==> src/rtl/pio_pkg.sv <==
package pio_pkg;

    localparam int ADDR_W = 12;
    localparam int DATA_W = 32;

    // Word offsets of the port registers.
    localparam logic [ADDR_W-1:0] OFF_OUT    = 12'h504;
    localparam logic [ADDR_W-1:0] OFF_OUTSET = 12'h508;
    localparam logic [ADDR_W-1:0] OFF_OUTCLR = 12'h50C;
    localparam logic [ADDR_W-1:0] OFF_IN     = 12'h510;
    localparam logic [ADDR_W-1:0] OFF_DIR    = 12'h514;
    localparam logic [ADDR_W-1:0] OFF_DIRSET = 12'h518;
    localparam logic [ADDR_W-1:0] OFF_DIRCLR = 12'h51C;

    // The configuration window occupies 0x700..0x77C, so address bits 11:7 equal 5'b01110.
    localparam logic [4:0] CFG_PAGE = 5'b01110;

    // Per-pin configuration fields held outside the direction register.
    typedef struct packed {
        logic       buf_off;   // word bit 1
        logic [1:0] pull;      // word bits 3:2
        logic [2:0] drive;     // word bits 10:8
        logic [1:0] sense;     // word bits 17:16
    } pin_cfg_t;

    localparam pin_cfg_t CFG_RESET = '{buf_off: 1'b1, pull: 2'd0, drive: 3'd0, sense: 2'd0};

    function automatic pin_cfg_t cfg_unpack(input logic [DATA_W-1:0] w);
        pin_cfg_t c;
        c.buf_off = w[1];
        c.pull    = w[3:2];
        c.drive   = w[10:8];
        c.sense   = w[17:16];
        return c;
    endfunction

    function automatic logic [DATA_W-1:0] cfg_pack(input pin_cfg_t c, input logic dir);
        logic [DATA_W-1:0] w;
        w        = '0;
        w[0]     = dir;
        w[1]     = c.buf_off;
        w[3:2]   = c.pull;
        w[10:8]  = c.drive;
        w[17:16] = c.sense;
        return w;
    endfunction

    // Drive-mode classes: which levels the driver actively produces.
    function automatic logic drives_high(input logic [2:0] drv);
        return !(drv[2] && drv[1]);
    endfunction

    function automatic logic drives_low(input logic [2:0] drv);
        return !(drv[2] && !drv[1]);
    endfunction

endpackage

==> src/rtl/pio_in_sync.sv <==
module pio_in_sync #(
    parameter int W = 32
) (
    input  logic         clk,
    input  logic         rst_n,
    input  logic [W-1:0] din,
    output logic [W-1:0] dout
);
    typedef struct packed {
        logic [W-1:0] meta;
        logic [W-1:0] sync;
        logic [1:0]   warm;
    } sync_st_t;

    sync_st_t st_d, st_q;

    always_comb begin
        st_d      = st_q;
        st_d.meta = din;
        st_d.sync = st_q.meta;
        if (st_q.warm != 2'd2) begin
            st_d.warm = st_q.warm + 2'd1;
        end
    end

    always_ff @(posedge clk or negedge rst_n) begin
        if (!rst_n) begin
            st_q <= '0;
        end else begin
            st_q <= st_d;
        end
    end

    assign dout = st_q.sync;

    // output equals the input from exactly two edges earlier
    p_two_stage_r7: assert property (@(posedge clk) disable iff (!rst_n)
        (st_q.warm == 2'd2) |-> (dout == $past(din, 2)));

endmodule

==> src/rtl/pio_pin_ctrl.sv <==
module pio_pin_ctrl
    import pio_pkg::*;
(
    input  logic     clk,
    input  logic     rst_n,
    input  logic     cfg_we,
    input  pin_cfg_t cfg_wr,
    input  logic     dir,
    input  logic     out,
    output pin_cfg_t cfg,
    output logic     pad_oe,
    output logic     pad_pu,
    output logic     pad_pd,
    output logic     pad_ie
);
    pin_cfg_t cfg_d, cfg_q;

    always_comb begin
        cfg_d = cfg_q;
        if (cfg_we) begin
            cfg_d = cfg_wr;
        end
    end

    always_ff @(posedge clk or negedge rst_n) begin
        if (!rst_n) begin
            cfg_q <= CFG_RESET;
        end else begin
            cfg_q <= cfg_d;
        end
    end

    logic lvl_driven;

    always_comb begin
        lvl_driven = out ? drives_high(cfg_q.drive) : drives_low(cfg_q.drive);
        pad_oe     = dir && lvl_driven;
        pad_pu     = (cfg_q.pull == 2'd3);
        pad_pd     = (cfg_q.pull == 2'd1);
        pad_ie     = !cfg_q.buf_off;
    end

    assign cfg = cfg_q;

    p_pull_excl_r8: assert property (@(posedge clk) disable iff (!rst_n)
        !(pad_pu && pad_pd));

    p_oe_needs_dir_r9: assert property (@(posedge clk) disable iff (!rst_n)
        pad_oe |-> dir);

    p_buf_write_r6: assert property (@(posedge clk) disable iff (!rst_n)
        cfg_we |=> (pad_ie == !$past(cfg_wr.buf_off)));

endmodule

==> src/rtl/pio_bank.sv <==
module pio_bank
    import pio_pkg::*;
#(
    parameter int NPINS = 32
) (
    input  logic              clk,
    input  logic              rst_n,
    input  logic              bus_sel,
    input  logic              bus_wr,
    input  logic [11:0]       bus_addr,
    input  logic [31:0]       bus_wdata,
    output logic [31:0]       bus_rdata,
    input  logic [NPINS-1:0]  pad_in,
    output logic [NPINS-1:0]  pad_out,
    output logic [NPINS-1:0]  pad_oe,
    output logic [NPINS-1:0]  pad_pu,
    output logic [NPINS-1:0]  pad_pd,
    output logic [NPINS-1:0]  pad_ie
);
    localparam int IDX_W = 5;

    typedef struct packed {
        logic [NPINS-1:0] out;
        logic [NPINS-1:0] dir;
    } port_st_t;

    port_st_t st_d, st_q;

    logic             aligned, wr_en;
    logic             cfg_hit;
    logic [IDX_W-1:0] cfg_idx;
    logic [NPINS-1:0] cfg_we;
    logic [NPINS-1:0] in_sync;
    logic [NPINS-1:0] wmask;
    pin_cfg_t         cfg_wr;
    pin_cfg_t         pin_cfg [NPINS];

    assign aligned = (bus_addr[1:0] == 2'b00);
    assign wr_en   = bus_sel && bus_wr && aligned;
    assign cfg_hit = aligned && (bus_addr[11:7] == CFG_PAGE);
    assign cfg_idx = bus_addr[6:2];
    assign cfg_wr  = cfg_unpack(bus_wdata);
    assign wmask   = bus_wdata[NPINS-1:0];

    always_comb begin
        for (int i = 0; i < NPINS; i++) begin
            cfg_we[i] = wr_en && cfg_hit && (cfg_idx == IDX_W'(i));
        end
    end

    // Next state for output and direction.
    always_comb begin
        st_d = st_q;
        if (wr_en) begin
            unique case (bus_addr)
                OFF_OUT:    st_d.out = wmask;
                OFF_OUTSET: st_d.out = st_q.out | wmask;
                OFF_OUTCLR: st_d.out = st_q.out & ~wmask;
                OFF_DIR:    st_d.dir = wmask;
                OFF_DIRSET: st_d.dir = st_q.dir | wmask;
                OFF_DIRCLR: st_d.dir = st_q.dir & ~wmask;
                default:    ;
            endcase
        end
        for (int i = 0; i < NPINS; i++) begin
            if (cfg_we[i]) begin
                st_d.dir[i] = bus_wdata[0];
            end
        end
    end

    always_ff @(posedge clk or negedge rst_n) begin
        if (!rst_n) begin
            st_q <= '0;
        end else begin
            st_q <= st_d;
        end
    end

    pio_in_sync #(.W(NPINS)) u_sync (
        .clk   (clk),
        .rst_n (rst_n),
        .din   (pad_in),
        .dout  (in_sync)
    );

    for (genvar g = 0; g < NPINS; g++) begin : g_pin
        pio_pin_ctrl u_pin (
            .clk    (clk),
            .rst_n  (rst_n),
            .cfg_we (cfg_we[g]),
            .cfg_wr (cfg_wr),
            .dir    (st_q.dir[g]),
            .out    (st_q.out[g]),
            .cfg    (pin_cfg[g]),
            .pad_oe (pad_oe[g]),
            .pad_pu (pad_pu[g]),
            .pad_pd (pad_pd[g]),
            .pad_ie (pad_ie[g])
        );
    end

    assign pad_out = st_q.out;

    // Read multiplexer.
    always_comb begin
        bus_rdata = '0;
        if (aligned) begin
            unique case (bus_addr)
                OFF_OUT, OFF_OUTSET, OFF_OUTCLR: bus_rdata[NPINS-1:0] = st_q.out;
                OFF_DIR, OFF_DIRSET, OFF_DIRCLR: bus_rdata[NPINS-1:0] = st_q.dir;
                OFF_IN:                          bus_rdata[NPINS-1:0] = in_sync & pad_ie;
                default: begin
                    if (cfg_hit) begin
                        for (int i = 0; i < NPINS; i++) begin
                            if (cfg_idx == IDX_W'(i)) begin
                                bus_rdata = cfg_pack(pin_cfg[i], st_q.dir[i]);
                            end
                        end
                    end
                end
            endcase
        end
    end

    p_out_write_r2: assert property (@(posedge clk) disable iff (!rst_n)
        (wr_en && bus_addr == OFF_OUT) |=> (pad_out == $past(wmask)));

    p_outset_r3: assert property (@(posedge clk) disable iff (!rst_n)
        (wr_en && bus_addr == OFF_OUTSET) |=> (pad_out == ($past(pad_out) | $past(wmask))));

    p_outclr_r3: assert property (@(posedge clk) disable iff (!rst_n)
        (wr_en && bus_addr == OFF_OUTCLR) |=> (pad_out == ($past(pad_out) & ~$past(wmask))));

    p_dirset_r4: assert property (@(posedge clk) disable iff (!rst_n)
        (wr_en && bus_addr == OFF_DIRSET) |=> (st_q.dir == ($past(st_q.dir) | $past(wmask))));

    p_dirclr_r4: assert property (@(posedge clk) disable iff (!rst_n)
        (wr_en && bus_addr == OFF_DIRCLR) |=> (st_q.dir == ($past(st_q.dir) & ~$past(wmask))));

    p_cfg_dir_r5: assert property (@(posedge clk) disable iff (!rst_n)
        (wr_en && cfg_hit && cfg_idx == 5'd0) |=> (st_q.dir[0] == $past(bus_wdata[0])));

    p_in_ro_r11: assert property (@(posedge clk) disable iff (!rst_n)
        (bus_sel && bus_wr && (bus_addr == OFF_IN || !aligned)) |=> $stable(st_q));

endmodule

==> config.mk <==
export PLATFORM = sky130hd
export DESIGN_NAME = pio_bank
export DESIGN_NICKNAME = d
export VERILOG_FILES = /design/src/rtl/pio_pkg.sv /design/src/rtl/pio_in_sync.sv /design/src/rtl/pio_pin_ctrl.sv /design/src/rtl/pio_bank.sv
export SDC_FILE = /design/constraint.sdc
export NUM_CORES = 1
export LEC_CHECK = 0
export BUFFER_PORTS_ARGS = -buffer_cell sky130_fd_sc_hd__buf_2
export CAP_MARGIN = 20
export CORE_UTILIZATION = 55
export CTS_CLUSTER_DIAMETER = 50
export CTS_CLUSTER_SIZE = 8
export DETAILED_ROUTE_END_ITERATION = 6
export PLACE_DENSITY = 0.76
export RECOVER_POWER = 100
export SLEW_MARGIN = 20
export SYNTH_ARGS = -nofsm -noshare
export SYNTH_HDL_FRONTEND = slang
export SYNTH_SLANG_ARGS = --single-unit
==> constraint.sdc <==
create_clock -name clk -period 3.11 [get_ports clk]
set_input_delay 0.311 -clock clk [delete_from_list [all_inputs] [get_ports clk]]
set_output_delay 0.311 -clock clk [all_outputs]
set_load 0.05 [all_outputs]
**Yosys cells after proc, flatten, opt, wreduce, memory -nomap -nowiden**

Index checks and enable logic that the tools add are counted.

- Reductions and logical operators: 362
- Muxes and demuxes: 102
- Bitwise gates (word level): 6
- Equality and inequality tests: 103

Operator list:

| operator | count |
|---|---|
| 32-bit two-way mux | 34 |
| 32-bit case mux with 3 select lines | 3 |
| 1-bit logical AND | 132 |
| 1-bit logical NOT | 128 |
| 4-bit nonzero test | 32 |
| 32-bit bitwise AND | 3 |
| 12-bit by 11-bit equality test with 1-bit output, second input constant | 7 |
| 5-bit equality test, second input constant | 16 |
| 2-bit AND reduction | 33 |
| 2-bit by 1-bit equality test with 1-bit output, second input constant | 32 |
| 2-bit equality test, second input constant | 32 |
| 1-bit two-way mux | 64 |
| 32-bit bitwise OR | 2 |
| 2-bit nonzero test | 32 |
| 5-bit by 4-bit equality test with 1-bit output, second input constant | 9 |
| 32-bit NOT | 1 |
| 5-bit by 3-bit equality test with 1-bit output, second input constant | 4 |
| 18-bit two-way mux | 1 |
| 5-bit by 2-bit equality test with 1-bit output, second input constant | 2 |
| 3-bit OR reduction | 2 |
| 5-bit by 1-bit equality test with 1-bit output, second input constant | 1 |
| 5-bit logical NOT | 1 |
| 3-bit nonzero test | 1 |
| 2-bit logical NOT | 1 |

- Output and inout port bits: 192
- Bits in registers: 384

**Longest topological paths before layout**

- Depth after elaboration: 36
- Depth in mapped cells: 11

**Hierarchy**

A second synthesis with hierarchy kept.

- Cell total of the unflattened synthesis: 1933
- Area total of the unflattened synthesis: 21217.8 sq um

Modules (own cells, without submodules):

| module | cells each | seq. area each (sq um) | instances | area each (sq um) |
|---|---|---|---|---|
| pio_pin_ctrl | 23 | 201.4 | 32 | 359.1 |
| pio_bank | 1133 | 1601.5 | 1 | 8125.3 |
| pio_in_sync | 64 | 1601.5 | 1 | 1601.5 |

**Least setup slack after synthesis**

Ideal clock, no wire load.

- Kind: input -> output
- From: in bus_addr[2]
- To: out bus_rdata[3]
- Buffers on the path: 5
- Cell stages on the path: 10
- Data arrival time: 2.820 ns
- Required time: 2.799 ns
- Setup slack: -0.021 ns
- Cell sequence: buf_6 -> buf_4 -> buf_2 -> buf_2 -> buf_2 -> o21ai_0 -> o211ai_1 -> a31oi_1 -> o21ai_1 -> a221oi_1

- Cells in the longest elaborated chain, start to end: 36

Ends and longest elaborated chain:

| element | line | text |
|---|---|---|
| start, declared | pio_bank.sv:10 | `input logic [11:0] bus_addr,` |
| 5-bit logical NOT | pio_bank.sv:116 | `if (cfg_idx == IDX_W'(i)) begin` |
| 18-bit two-way mux | pio_bank.sv:116 |  |
| 32-bit two-way mux (31 in series) | pio_bank.sv:116 |  |
| 32-bit two-way mux | pio_bank.sv:114 | `if (cfg_hit) begin` |
| 32-bit case mux with 3 select lines (*) | pio_bank.sv:109 | `unique case (bus_addr)` |
| 32-bit two-way mux (*) | pio_bank.sv:108 | `if (aligned) begin` |
| end, declared | pio_bank.sv:12 | `output logic [31:0] bus_rdata,` |

Every way passes the cells marked *; elsewhere a longest branch is shown, timed or not.

**Worst setup path after layout**

- From: reg u_sync.st_q (netlist bit u_sync.dout[0])
- To: out bus_rdata[0]

- Cells in the longest elaborated chain, start to end: 3

Ends and longest elaborated chain:

| element | line | text |
|---|---|---|
| start, declared | pio_in_sync.sv:15 | `sync_st_t st_d, st_q;` |
| start signal, assigned | pio_in_sync.sv:30 | `st_q <= st_d;` |
| 32-bit bitwise AND | pio_bank.sv:112 | `OFF_IN: bus_rdata[NPINS-1:0] = in_sync & pad_ie;` |
| 32-bit case mux with 3 select lines | pio_bank.sv:109 |  |
| 32-bit two-way mux | pio_bank.sv:108 |  |

Every way passes these cells.

==> impl_metrics.tcl <==
set metrics [dict create \
    outcome "finished with violations" \
    failed_checks "design-rule violations, max-capacitance violations, max-slew violations, negative setup slack" \
    die_width_um 197.7 \
    syn-num-nets 2159 \
    layout.cells.most_common "sky130_fd_sc_hd__dfrtp_1" \
    netlist_area_um2 21070 \
    finalSetupViolCount 1 \
    clockBufferDepth 3 \
    placement.cell_area_um2 23380 \
    crit_path_end "bus_rdata[0]" \
    totalWireLength_um 86010 \
    vdd_drop_max_uv 473.5 \
    maximum_number_of_pins_on_one_net_before_global_route_repair 77 \
    cp-start-kind "register" \
    floorplan.initialDensity_pct 55.93 \
    final.min_clock_period_ns 3.213 \
    fp.dieH_um 197.7 \
    grt_pass1_vias 18420 \
    worst_hold_path_type "primary input to register" \
    numCtsBuffers 56 \
    r2r_end "st_q[6]$_DFFE_PN0P_" \
    cp.depth 8 \
    area_growth_pct 20.46 \
    crit_chain "or4b_4 -> a21oi_4 -> o221a_1 -> a31oi_4 -> a2111o_1 -> a221o_1 -> o221ai_4 -> buf_12" \
    ys_seq_area_share_pct 45.80 \
    finalNetCount 2471 \
    fp.dieArea_um2 39090 \
    dpl_worst_slack_ns -0.4999 \
    final.setup_skew_ns 0.004786 \
    floorplan.core_area_um2 37670 \
    pin_slew_with_the_least_headroom_to_its_limit_ns 2.143 \
    wire_length_of_the_first_global_routing_pass_um 124500 \
    yosysUniqueCellTypes 76 \
    final_util_pct 67.37 \
    cp_slowest_stage_delay_ns 0.50 \
    most_used_flip_flop_cell_after_synthesis "sky130_fd_sc_hd__dfrtp_1" \
    synthCells 2079 \
    reg2regPathDepth 2 \
    rows 71 \
    drt_iter0_drc 2000 \
    cp.arrival_ns 2.90 \
    grt_antenna_before_repair 3 \
    finalCritPeriodShare_pct 103.3 \
    yosys_warnings 0 \
    layout_common_cells "sky130_fd_sc_hd__dfrtp_1, sky130_fd_sc_hd__mux2_2, sky130_fd_sc_hd__buf_4" \
    wire_per_inst_um 29.24 \
    antenna_violating_nets_post_route 0 \
    number_of_storage_elements_in_the_synthesis_netlist 384 \
    path_max_fanout 2 \
    crit_slowest_cell "sky130_fd_sc_hd__or4b_4" \
    drt-pass1-iter-count 7 \
    routability_congestion_estimate 1.004 \
    crit_path_end_kind "output pin" \
    clkSinkCount 384 \
    grt_remaining_overflow 0 \
    crit_type "register to output pin" \
    timing.final.max_slew_violations 76 \
    htree_levels 2 \
    stdcell_area_um2 25380 \
    count_of_fill_cells_added_during_filler_insertion 3001 \
    tritoncts "done" \
    finalHoldViolCount 0 \
    placement.io_buffers 271 \
    register_clock_pin_slew_on_the_reported_worst_setup_and_hold_paths_ns 0.05 \
    regToRegStartpoint "st_q[6]$_DFFE_PN0P_" \
    final.setup.worst_slack_ns -0.1028 \
    synthArstFlopShare_pct 100.0 \
    clk_root_buffer_cell "sky130_fd_sc_hd__clkbuf_16" \
    synth_area_per_cell_um2 10.13 \
    power_per_cell_area_nw_per_um2 461.6 \
    drive_gt1_share_pct 33.75 \
    synth_enable_flop_cells 0 \
    cp.required_ns 2.80 \
    crit_family "compound AO/OA/AOI/OAI gates" \
    cap_violations 1 \
    clkLatencyLatePin_ns 0.58 \
    power.leakage_nw 11.87 \
    post-dp-hpwl_um 61850 \
    setup_repair_after_global_routing_missed_its_margin "yes" \
    slew-limit-headroom_pct -42.85 \
    total_buffers_and_inverters_traversed_by_the_critical_path 1 \
    grtUsageTotal_pct 44.13 \
    rrSetupSlack_ns 2.03 \
    post_dr_vias_cell 6.450 \
    design.portCount 272 \
    drc 6 \
    critPathLaunch "u_sync.dout[0]$_DFF_PN0_" \
    maximum_clock_rate_ghz 0.3113 \
    dr_total_vias 18970 \
    setup-tns-final_ns -0.1028 \
]
area by class of cell:
type / count / area [µm²] / share of cell area [%]
Clock inverter: 4 / 26.28 / 0.1035
Sequential cell: 384 / 9654 / 38.05
Tap cell: 511 / 639.4 / 2.520
Clock buffer: 90 / 1580 / 6.228
Multi-Input combinational cell: 1343 / 9529 / 37.55
Timing Repair Buffer: 560 / 3762 / 14.83
Inverter: 46 / 176.4 / 0.6952
Antenna cell: 3 / 7.507 / 0.02958
synthesized netlist by cell type (43+ instances only):
cell type	instances	area share, %
sky130_fd_sc_hd__dfrtp_1	352	42
sky130_fd_sc_hd__mux2_2	260	14
sky130_fd_sc_hd__o21ai_0	201	4.8
sky130_fd_sc_hd__buf_4	165	5.9
sky130_fd_sc_hd__nand2_1	152	2.7
sky130_fd_sc_hd__a21oi_1	145	3.4
sky130_fd_sc_hd__clkbuf_1	78	1.4
sky130_fd_sc_hd__nor2_1	65	1.2
sky130_fd_sc_hd__buf_2	58	1.4
sky130_fd_sc_hd__nor2b_1	46	1.4
sky130_fd_sc_hd__inv_1	44	0.78
sky130_fd_sc_hd__a22o_1	43	1.8
repair_timing:
action / in CTS / in global routing
endpoints found under the hold margin: 94 / 0
setup buffers: 3 / 3
hold buffers: 41 / 0
gates resized for setup: 22 / 17
endpoints found under the setup margin: 7 / 9
pin swaps: 3 / 4
routing by layer:
| layer | routed length, µm | up-vias | global-route usage, % |
|---|---|---|---|
| met3 | 8729 | 251 | 8.329 |
| li1 | - | 7903 | - |
| met2 | 39260 | 1296 | 68.48 |
| met1 | 33810 | 9516 | 59.76 |
| met4 | 4197 | 2 | 20.87 |
| met5 | 12 | - | 0 |
cell families (layout without fill, tap and decap cells):
| family | after synthesis | in the layout | synth area share, % |
|---|---|---|---|
| muxes | 291 | 291 | 15.55 |
| DFF | 384 | 384 | 45.80 |
| AOI/OAI and AO/OA | 582 | 582 | 17.16 |
| xor gates and xnor gates | 32 | 32 | 1.330 |
| buffers and inverters | 352 | 700 | 9.628 |
| and+or+nand+nor | 438 | 438 | 10.53 |
| other | 0 | 3 | 0 |
through the flow:
stage	hold slack, ns	power, W	cells
2_1_floorplan	0.01541	0.005546	2079
3_3_place_gp	0.3316	0.006087	2797
3_5_place_dp	0.3347	0.006096	2797
4_1_cts	0.03470	0.01170	2935
5_1_grt	0.06051	0.01201	2938
6_report	0.05789	0.01171	2941
state kept, by name, indices dropped and copies added (netlist names):
signal / flops
g_pin.u_pin.cfg: 256
st_q: 32
pad_out: 32
u_sync.dout: 32
u_sync.st_d: 32
worst min-delay path by stage:
stage,from,endpoint,slack [ns],depth (start not counted)
after floorplan,rst_n,g_pin[0].u_pin.cfg[0]$_DFFE_PN0P_,0.02,0
after global placement,u_sync.st_d[24]$_DFF_PN0_,u_sync.dout[22]$_DFF_PN0_,0.33,0
after global routing,bus_wdata[13],pad_out[13]$_DFFE_PN0P_,0.06,3
after detailed placement,u_sync.st_d[19]$_DFF_PN0_,u_sync.dout[17]$_DFF_PN0_,0.33,0
final,bus_wdata[7],pad_out[7]$_DFFE_PN0P_,0.06,3
after CTS,bus_wdata[18],pad_out[18]$_DFFE_PN0P_,0.03,3
tightest hold or removal path: stages:
cell and delay, ns:
sky130_fd_sc_hd__buf_2 0.13, sky130_fd_sc_hd__a21oi_1 0.12, sky130_fd_sc_hd__a21oi_1 0.05
report_power, final:
part | leakage [nW] | switching [W] | internal (W)
clock network | 0.772 | 0.00220 | 0.00341
logic | 6.03 | 0.000670 | 0.000341
registers | 5.06 | 0.0000272 | 0.00506
Power figures use the tool's default switching activity.
